===== config.mk =====
export PLATFORM = sky130hd
export DESIGN_NAME = cd_sector_sync
export DESIGN_NICKNAME = d
export VERILOG_FILES = /design/src/rtl/cdsync_pkg.sv /design/src/rtl/cdsync_window.sv /design/src/rtl/cdsync_lock.sv /design/src/rtl/cdsync_scrambler.sv /design/src/rtl/cd_sector_sync.sv
export SDC_FILE = /design/constraint.sdc
export NUM_CORES = 1
export LEC_CHECK = 0
export ABC_CLOCK_PERIOD_IN_PS = 6100
export BUFFER_PORTS_ARGS = -buffer_cell sky130_fd_sc_hd__buf_2
export CORE_MARGIN = 8
export CORE_UTILIZATION = 60
export CTS_BUF_LIST = sky130_fd_sc_hd__clkbuf_8 sky130_fd_sc_hd__clkbuf_16
export CTS_CLUSTER_DIAMETER = 150
export DETAILED_ROUTE_END_ITERATION = 10
export PLACE_DENSITY = 0.83
export SYNTH_ARGS = -nofsm -noshare
export SYNTH_HDL_FRONTEND = slang
export SYNTH_SLANG_ARGS = --single-unit

===== constraint.sdc =====
create_clock -name clk -period 6.1 [get_ports clk]
set_input_delay 1.83 -clock clk [delete_from_list [all_inputs] [get_ports clk]]
set_output_delay 1.83 -clock clk [all_outputs]
set_load 0.1 [all_outputs]

===== src/rtl/cdsync_pkg.sv =====
package cdsync_pkg;
  localparam int SYNC_LEN = 12;
  localparam logic [14:0] LFSR_SEED = 15'h0001;

  function automatic logic [7:0] sync_byte(input int unsigned idx);
    return (idx == 0 || idx == SYNC_LEN - 1) ? 8'h00 : 8'hFF;
  endfunction

  function automatic logic [7:0] lfsr_key(input logic [14:0] st);
    logic [14:0] s;
    logic [7:0] k;
    s = st;
    k = '0;
    for (int b = 0; b < 8; b++) begin
      k[b] = s[0];
      s = {s[0] ^ s[1], s[14:1]};
    end
    return k;
  endfunction

  function automatic logic [14:0] lfsr_adv8(input logic [14:0] st);
    logic [14:0] s;
    s = st;
    for (int b = 0; b < 8; b++) s = {s[0] ^ s[1], s[14:1]};
    return s;
  endfunction
endpackage


===== src/rtl/cdsync_window.sv =====
module cdsync_window
  import cdsync_pkg::*;
#(
  parameter int DEPTH = SYNC_LEN,
  parameter int W     = 9
) (
  input  logic         clk,
  input  logic         rst_n,
  input  logic         shift,
  input  logic [W-1:0] din,
  output logic [W-1:0] oldest,
  output logic         match
);
  logic [W-1:0] win [DEPTH];
  logic [DEPTH-1:0] hit;

  always_ff @(posedge clk or negedge rst_n) begin
    if (!rst_n) begin
      for (int i = 0; i < DEPTH; i++) win[i] <= '0;
    end else if (shift) begin
      for (int i = 0; i < DEPTH - 1; i++) win[i] <= win[i+1];
      win[DEPTH-1] <= din;
    end
  end

  // Candidate window is the stored bytes 1..DEPTH-1 plus the arriving byte.
  for (genvar i = 0; i < DEPTH; i++) begin : g_cmp
    if (i < DEPTH - 1) begin : g_stored
      assign hit[i] = (win[i+1][7:0] == sync_byte(i));
    end else begin : g_new
      assign hit[i] = (din[7:0] == sync_byte(i));
    end
  end

  assign match  = &hit;
  assign oldest = win[0];
endmodule


===== src/rtl/cdsync_lock.sv =====
module cdsync_lock #(
  parameter int SECTOR_BYTES = 2352,
  parameter int MISS_LIMIT   = 3,
  localparam int POS_W  = $clog2(SECTOR_BYTES),
  localparam int MISS_W = $clog2(MISS_LIMIT + 1)
) (
  input  logic             clk,
  input  logic             rst_n,
  input  logic             step,
  input  logic             match,
  input  logic             det_en,
  input  logic             interp_en,
  output logic             locked,
  output logic [POS_W-1:0] pos
);
  localparam logic [POS_W-1:0] LAST = POS_W'(SECTOR_BYTES - 1);

  logic [MISS_W-1:0] miss;
  logic [MISS_W-1:0] miss_inc;
  logic              found;

  assign miss_inc = miss + 1'b1;
  assign found    = det_en && match;

  always_ff @(posedge clk or negedge rst_n) begin
    if (!rst_n) begin
      locked <= 1'b0;
      pos    <= '0;
      miss   <= '0;
    end else if (step) begin
      if (!locked) begin
        if (found) begin
          locked <= 1'b1;
          pos    <= '0;
          miss   <= '0;
        end
      end else if (pos == LAST) begin
        if (found) begin
          pos  <= '0;
          miss <= '0;
        end else if (interp_en && (miss_inc < MISS_W'(MISS_LIMIT))) begin
          pos  <= '0;
          miss <= miss_inc;
        end else begin
          locked <= 1'b0;
          pos    <= '0;
          miss   <= '0;
        end
      end else begin
        pos <= pos + 1'b1;
      end
    end
  end

  p_miss_bound_r7: assert property (@(posedge clk) disable iff (!rst_n)
    locked |-> miss < MISS_W'(MISS_LIMIT));

  p_pos_bound_r2: assert property (@(posedge clk) disable iff (!rst_n)
    pos <= LAST);

  p_lock_source_r9: assert property (@(posedge clk) disable iff (!rst_n)
    $rose(locked) |-> $past(det_en && match && step));

  p_drop_boundary_r7: assert property (@(posedge clk) disable iff (!rst_n)
    $fell(locked) |-> $past(pos) == LAST);
endmodule


===== src/rtl/cdsync_scrambler.sv =====
module cdsync_scrambler
  import cdsync_pkg::*;
#(
  parameter int SECTOR_BYTES = 2352,
  localparam int POS_W = $clog2(SECTOR_BYTES)
) (
  input  logic             clk,
  input  logic             rst_n,
  input  logic             step,
  input  logic [POS_W-1:0] pos,
  input  logic [7:0]       din,
  output logic [7:0]       dout
);
  logic [14:0] state;
  logic        payload;

  assign payload = (pos >= POS_W'(SYNC_LEN));
  assign dout    = payload ? (din ^ lfsr_key(state)) : din;

  always_ff @(posedge clk or negedge rst_n) begin
    if (!rst_n) begin
      state <= LFSR_SEED;
    end else if (step) begin
      if (pos == POS_W'(SYNC_LEN - 1)) state <= LFSR_SEED;
      else if (payload)                state <= lfsr_adv8(state);
    end
  end

  p_seed_at_payload_r4: assert property (@(posedge clk) disable iff (!rst_n)
    (step && pos == POS_W'(SYNC_LEN)) |-> state == LFSR_SEED);
endmodule


===== src/rtl/cd_sector_sync.sv =====
module cd_sector_sync
  import cdsync_pkg::*;
#(
  parameter int ADDR_W       = 16,
  parameter int SECTOR_BYTES = 2352,
  parameter int MISS_LIMIT   = 3,
  localparam int POS_W = $clog2(SECTOR_BYTES)
) (
  input  logic              clk,
  input  logic              rst_n,
  input  logic              in_valid,
  output logic              in_ready,
  input  logic [7:0]        in_data,
  input  logic              in_flag,
  input  logic              det_en,
  input  logic              interp_en,
  input  logic              flag_en,
  input  logic [ADDR_W-1:0] base_addr,
  output logic              wr_valid,
  input  logic              wr_ready,
  output logic [ADDR_W-1:0] wr_addr,
  output logic [8:0]        wr_data,
  output logic              wr_first,
  output logic              locked
);
  logic             accept;
  logic             emit;
  logic [8:0]       old_byte;
  logic             match;
  logic [POS_W-1:0] pos;
  logic [7:0]       plain;
  logic [ADDR_W-1:0] base_q;
  logic [ADDR_W-1:0] base_now;

  assign in_ready = !wr_valid || wr_ready;
  assign accept   = in_valid && in_ready;
  assign emit     = accept && locked;
  assign base_now = (pos == '0) ? base_addr : base_q;

  cdsync_window #(.DEPTH(SYNC_LEN), .W(9)) u_window (
    .clk    (clk),
    .rst_n  (rst_n),
    .shift  (accept),
    .din    ({in_flag, in_data}),
    .oldest (old_byte),
    .match  (match)
  );

  cdsync_lock #(.SECTOR_BYTES(SECTOR_BYTES), .MISS_LIMIT(MISS_LIMIT)) u_lock (
    .clk       (clk),
    .rst_n     (rst_n),
    .step      (accept),
    .match     (match),
    .det_en    (det_en),
    .interp_en (interp_en),
    .locked    (locked),
    .pos       (pos)
  );

  cdsync_scrambler #(.SECTOR_BYTES(SECTOR_BYTES)) u_scr (
    .clk   (clk),
    .rst_n (rst_n),
    .step  (emit),
    .pos   (pos),
    .din   (old_byte[7:0]),
    .dout  (plain)
  );

  always_ff @(posedge clk or negedge rst_n) begin
    if (!rst_n) begin
      wr_valid <= 1'b0;
      wr_addr  <= '0;
      wr_data  <= '0;
      wr_first <= 1'b0;
      base_q   <= '0;
    end else if (emit) begin
      wr_valid <= 1'b1;
      wr_addr  <= base_now + ADDR_W'(pos);
      wr_data  <= {flag_en & old_byte[8], plain};
      wr_first <= (pos == '0);
      if (pos == '0) base_q <= base_addr;
    end else if (wr_ready) begin
      wr_valid <= 1'b0;
    end
  end

  // Address of the last accepted write, for the sequence check.
  logic [ADDR_W-1:0] prev_addr;
  logic              have_prev;
  always_ff @(posedge clk or negedge rst_n) begin
    if (!rst_n) begin
      prev_addr <= '0;
      have_prev <= 1'b0;
    end else if (wr_valid && wr_ready) begin
      prev_addr <= wr_addr;
      have_prev <= 1'b1;
    end
  end

  p_hold_stall_r10: assert property (@(posedge clk) disable iff (!rst_n)
    (wr_valid && !wr_ready) |=> wr_valid && $stable(wr_addr) && $stable(wr_data)
                                && $stable(wr_first));

  p_addr_sequence_r2: assert property (@(posedge clk) disable iff (!rst_n)
    (wr_valid && !wr_first && have_prev) |-> wr_addr == prev_addr + 1'b1);

  p_no_write_unlocked_r1: assert property (@(posedge clk) disable iff (!rst_n)
    (!locked && !$past(locked)) |-> !$rose(wr_valid));
endmodule


==> impl_metrics.ini <==
[clock_network]
cts_tree = built
cts.sink_count = 181
postCtsResizedCells = 0
cts_root_buf = clkbuf_16
cts_buffer_depth = 2
h-tree-depth = 4
cts_setup_buffers = 0
ctsHoldBuffers = 0
clkLatencyLatePin_ns = 0.42
clk_pin_slew_ns = 0.06
cts_made_buffers = 17

[grt]
grt_max_degree = 112
antenna_found_initial = 0
grt_first_pass_wirelength_um = 30300
grt_use_total_pct = 20.6
grt-ovfl-total = 0
grt_pass1_vias = 6235

[sta]
clock.fmax_mhz = 228
fin_crit_sh_pct = 71.9
finalCriticalPeriod_ns = 4.39
worstMarginPinSlew_ns = 1.07
skew_ns = 0.00828
rsz0062_at_grt = no
setup_viol = 0
maxSlewViolCount = 0
tns_ns = 0
finalHoldViolations = 0
slew_headroom_pct = 28.6

[yosys]
yosys.area_share.adder_pct = 2.65
ys_warn_count = 0
synth_cell_types = 57
synth_top_cell_by_area = dfrtp_1
syn_area_um2 = 8320
syn_inst = 913
avgSynthCellArea_um2 = 9.12
yosys_most_used_dff = dfrtp_1
synthMuxAreaShare_pct = 4.59
netlist.area_leader.share_pct = 54.1
async_reset_ff_share_pct = 100
synth_seq_cells = 181
synth_edf_count = 0
synth_xor_area_share_pct = 2.95
synth_nets = 962
synth_compound_gate_area_share_pct = 7.11
synth-simple-area-share_pct = 25.9
synth_top_family_by_area = simple AND/OR/NAND/NOR gates
yosys-top-cells-area = dfrtp_1, nand2_1, mux2_2
synth-seq-area-share_pct = 54.4

[pwr]
combPwrFrac_pct = 7.0
clockPowerShare_pct = 38.8
vdd_ir_drop_max_v = 0.000176
power_frac_seq_pct = 54.2
internal_power_mw = 1.94
p_leak_nw = 4.88
p_sw_share_pct = 24.7
power_switching_uw = 636
powerDensity_nw_per_um2 = 276

[route]
routedWlPerCell_um = 15.5
vias_per_cell = 5.59
drt-initial-drc-count = 572
wirelength_um = 17800
maxUsedRoutingLayer = met4
drt_pass1_iterations = 5
drc = 0
num_vias = 6437
antenna_left = 0
dr_wl_met2_um = 8650
wl_met1_um = 7920
wl_met3_um = 974

[setup_path]
cp_slowest_cell = buf_2
reg2reg_to = wr_addr[13]
cpLargestDelayFamily = buffers and inverters
r2r_slack_ns = 1.87
cp.depth = 3
worstSetupPathType = input pin to primary output
required_ns = 4.27
critPathLaunchType = input pin
crit_buf_inv = 2
crit_path_max_fanout = 4
reg2regPathDepth = 11
cp_common_cell = buf_2
cp_data_arrival_time_ns = 2.56
slowest_delay_ns = 0.46
crit_chain = buf_2 > nand2b_1 > buf_2
endpoint_kind = primary output
reg2reg_from = u_lock.pos[8]

[die]
initial_core_util_pct = 60.7
coreArea_um2 = 13700
die_area_um2 = 17900
fp.dieW_um = 134
die_h_um = 134
ios = 61
rows = 43

[final_layout]
drive_gt1_share_pct = 13.8
ff_latch_area_um2 = 4530
diodes = 0
fillerInstances = 1095
area_growth_pct = 11.8
multi_input_comb_area_um2 = 3600
finalNonFillerCells = 1152
fin_area_um2 = 9310
nNetsFinal = 1008

[placement]
place_inst = 1120
post_dp_cell_area_um2 = 8770
io_buffers = 60
gp_congestion = 0.855
place_hpwl_um = 12000

[job]
drv_cap = 0

[hold_path]
worstHoldPathCells = 2
hold_end = u_window.win[80]
min-delay-start = u_window.win[71]
hold_path.class = register to register

[outcome]
status = finished clean
-- routing by layer --
metal,GRT usage [%],vias up
met5,0,-
met4,6.43,0
met3,4.71,25
met2,32.9,173
met1,27.6,3116
li1,-,3123
-- power by group through the flow --
stage               logic (mW)  registers, mW  clock network (mW)
global route             0.210           1.41                1.06
CTS                      0.183           1.39                1.02
global placement         0.172           1.41                   0
floorplan                0.115           1.39                   0
finish                   0.179           1.39               0.998
detailed placement       0.181           1.42                   0
-- through the flow --
| step | total power [mW] | hold slack, ns | utilization (%) | worst slack (ns) |
|---|---|---|---|---|
| after global routing | 2.68 | 0.486 | 67.8 | 1.70 |
| final | 2.57 | 0.470 | 67.8 | 1.71 |
| after global placement | 1.58 | 0.447 | 63.9 | 1.72 |
| after floorplan | 1.50 | 0.439 | - | 1.64 |
| after CTS | 2.59 | 0.472 | 67.8 | 1.71 |
| after detailed placement | 1.60 | 0.453 | 63.9 | 1.71 |
-- how the worst max path moves through the flow --
stage,from,end
after CTS,wr_ready,in_ready
final,wr_ready,in_ready
after global routing,wr_ready,in_ready
after global placement,wr_ready,in_ready
after floorplan,wr_ready,in_ready
after detailed placement,wr_ready,in_ready
-- cells in the final DEF (no fill, tap or decap), types with 3 or more instances in the layout --
| cell type | instances |
|---|---|
| o22ai_1 | 4 |
| nand2_1 | 406 |
| clkbuf_16 | 17 |
| and3_1 | 3 |
| or4b_2 | 4 |
| xnor2_1 | 12 |
| or3_1 | 3 |
| o21ai_0 | 42 |
| mux2i_1 | 4 |
| nor4_1 | 10 |
| ha_1 | 16 |
| nand3_1 | 15 |
| inv_1 | 18 |
| nand2b_1 | 3 |
| o31ai_1 | 9 |
| a21oi_1 | 11 |
| dfrtp_1 | 180 |
| xor2_1 | 16 |
| and2_1 | 3 |
| nor3b_1 | 4 |
| mux2_2 | 29 |
| nand4_1 | 19 |
| or4_1 | 3 |
| a21o_1 | 12 |
| nor3_1 | 8 |
| buf_2 | 59 |
| nor2_1 | 13 |
| buf_4 | 6 |
-- synthesized netlist by cell type (all sizes together), types with 5 or more instances --
library cell,instances
nor3,8
a21o,12
nand3,15
o31ai,9
nor2,14
xnor2,12
mux2,30
or4,5
inv,10
nand2,407
buf,5
ha,16
a21oi,11
nor4,11
clkbuf,35
o21ai,43
xor2,16
nand4,19
dfrtp,180
-- cell families after synthesis --
kind of cell,after synthesis
muxes,34
and+or+nand+nor,508
buffers and inverters,50
xor gates and xnor gates,28
DFF,181
AOI/OAI and AO/OA,95
adders and majority gates,17
-- flip-flops by register name, summed over array words and instances (netlist names) --
| name | count |
|---|---|
| base_q | 16 |
| u_lock.locked | 1 |
| u_lock.miss | 2 |
| u_lock.pos | 12 |
| u_scr.state | 15 |
| u_window.oldest | 9 |
| u_window.win | 99 |
| wr_addr | 16 |
| wr_data | 9 |
| wr_first | 1 |
| wr_valid | 1 |
-- worst min-delay path, stage by stage (launching register included) --
cell and delay, ns:
dfrtp_1 0.34, nand2_1 0.05, nand2_1 0.05
-- area by class of cell --
class,instances,area share [%]
inverter,10,0.403
timing repair buffer,67,3.99
tap,180,2.42
clock buffer,19,4.87
sequential,181,48.7
multi-input combinational,682,38.7
clock inverter,13,0.914
No activity file was read; power rests on OpenSTA's default activity.
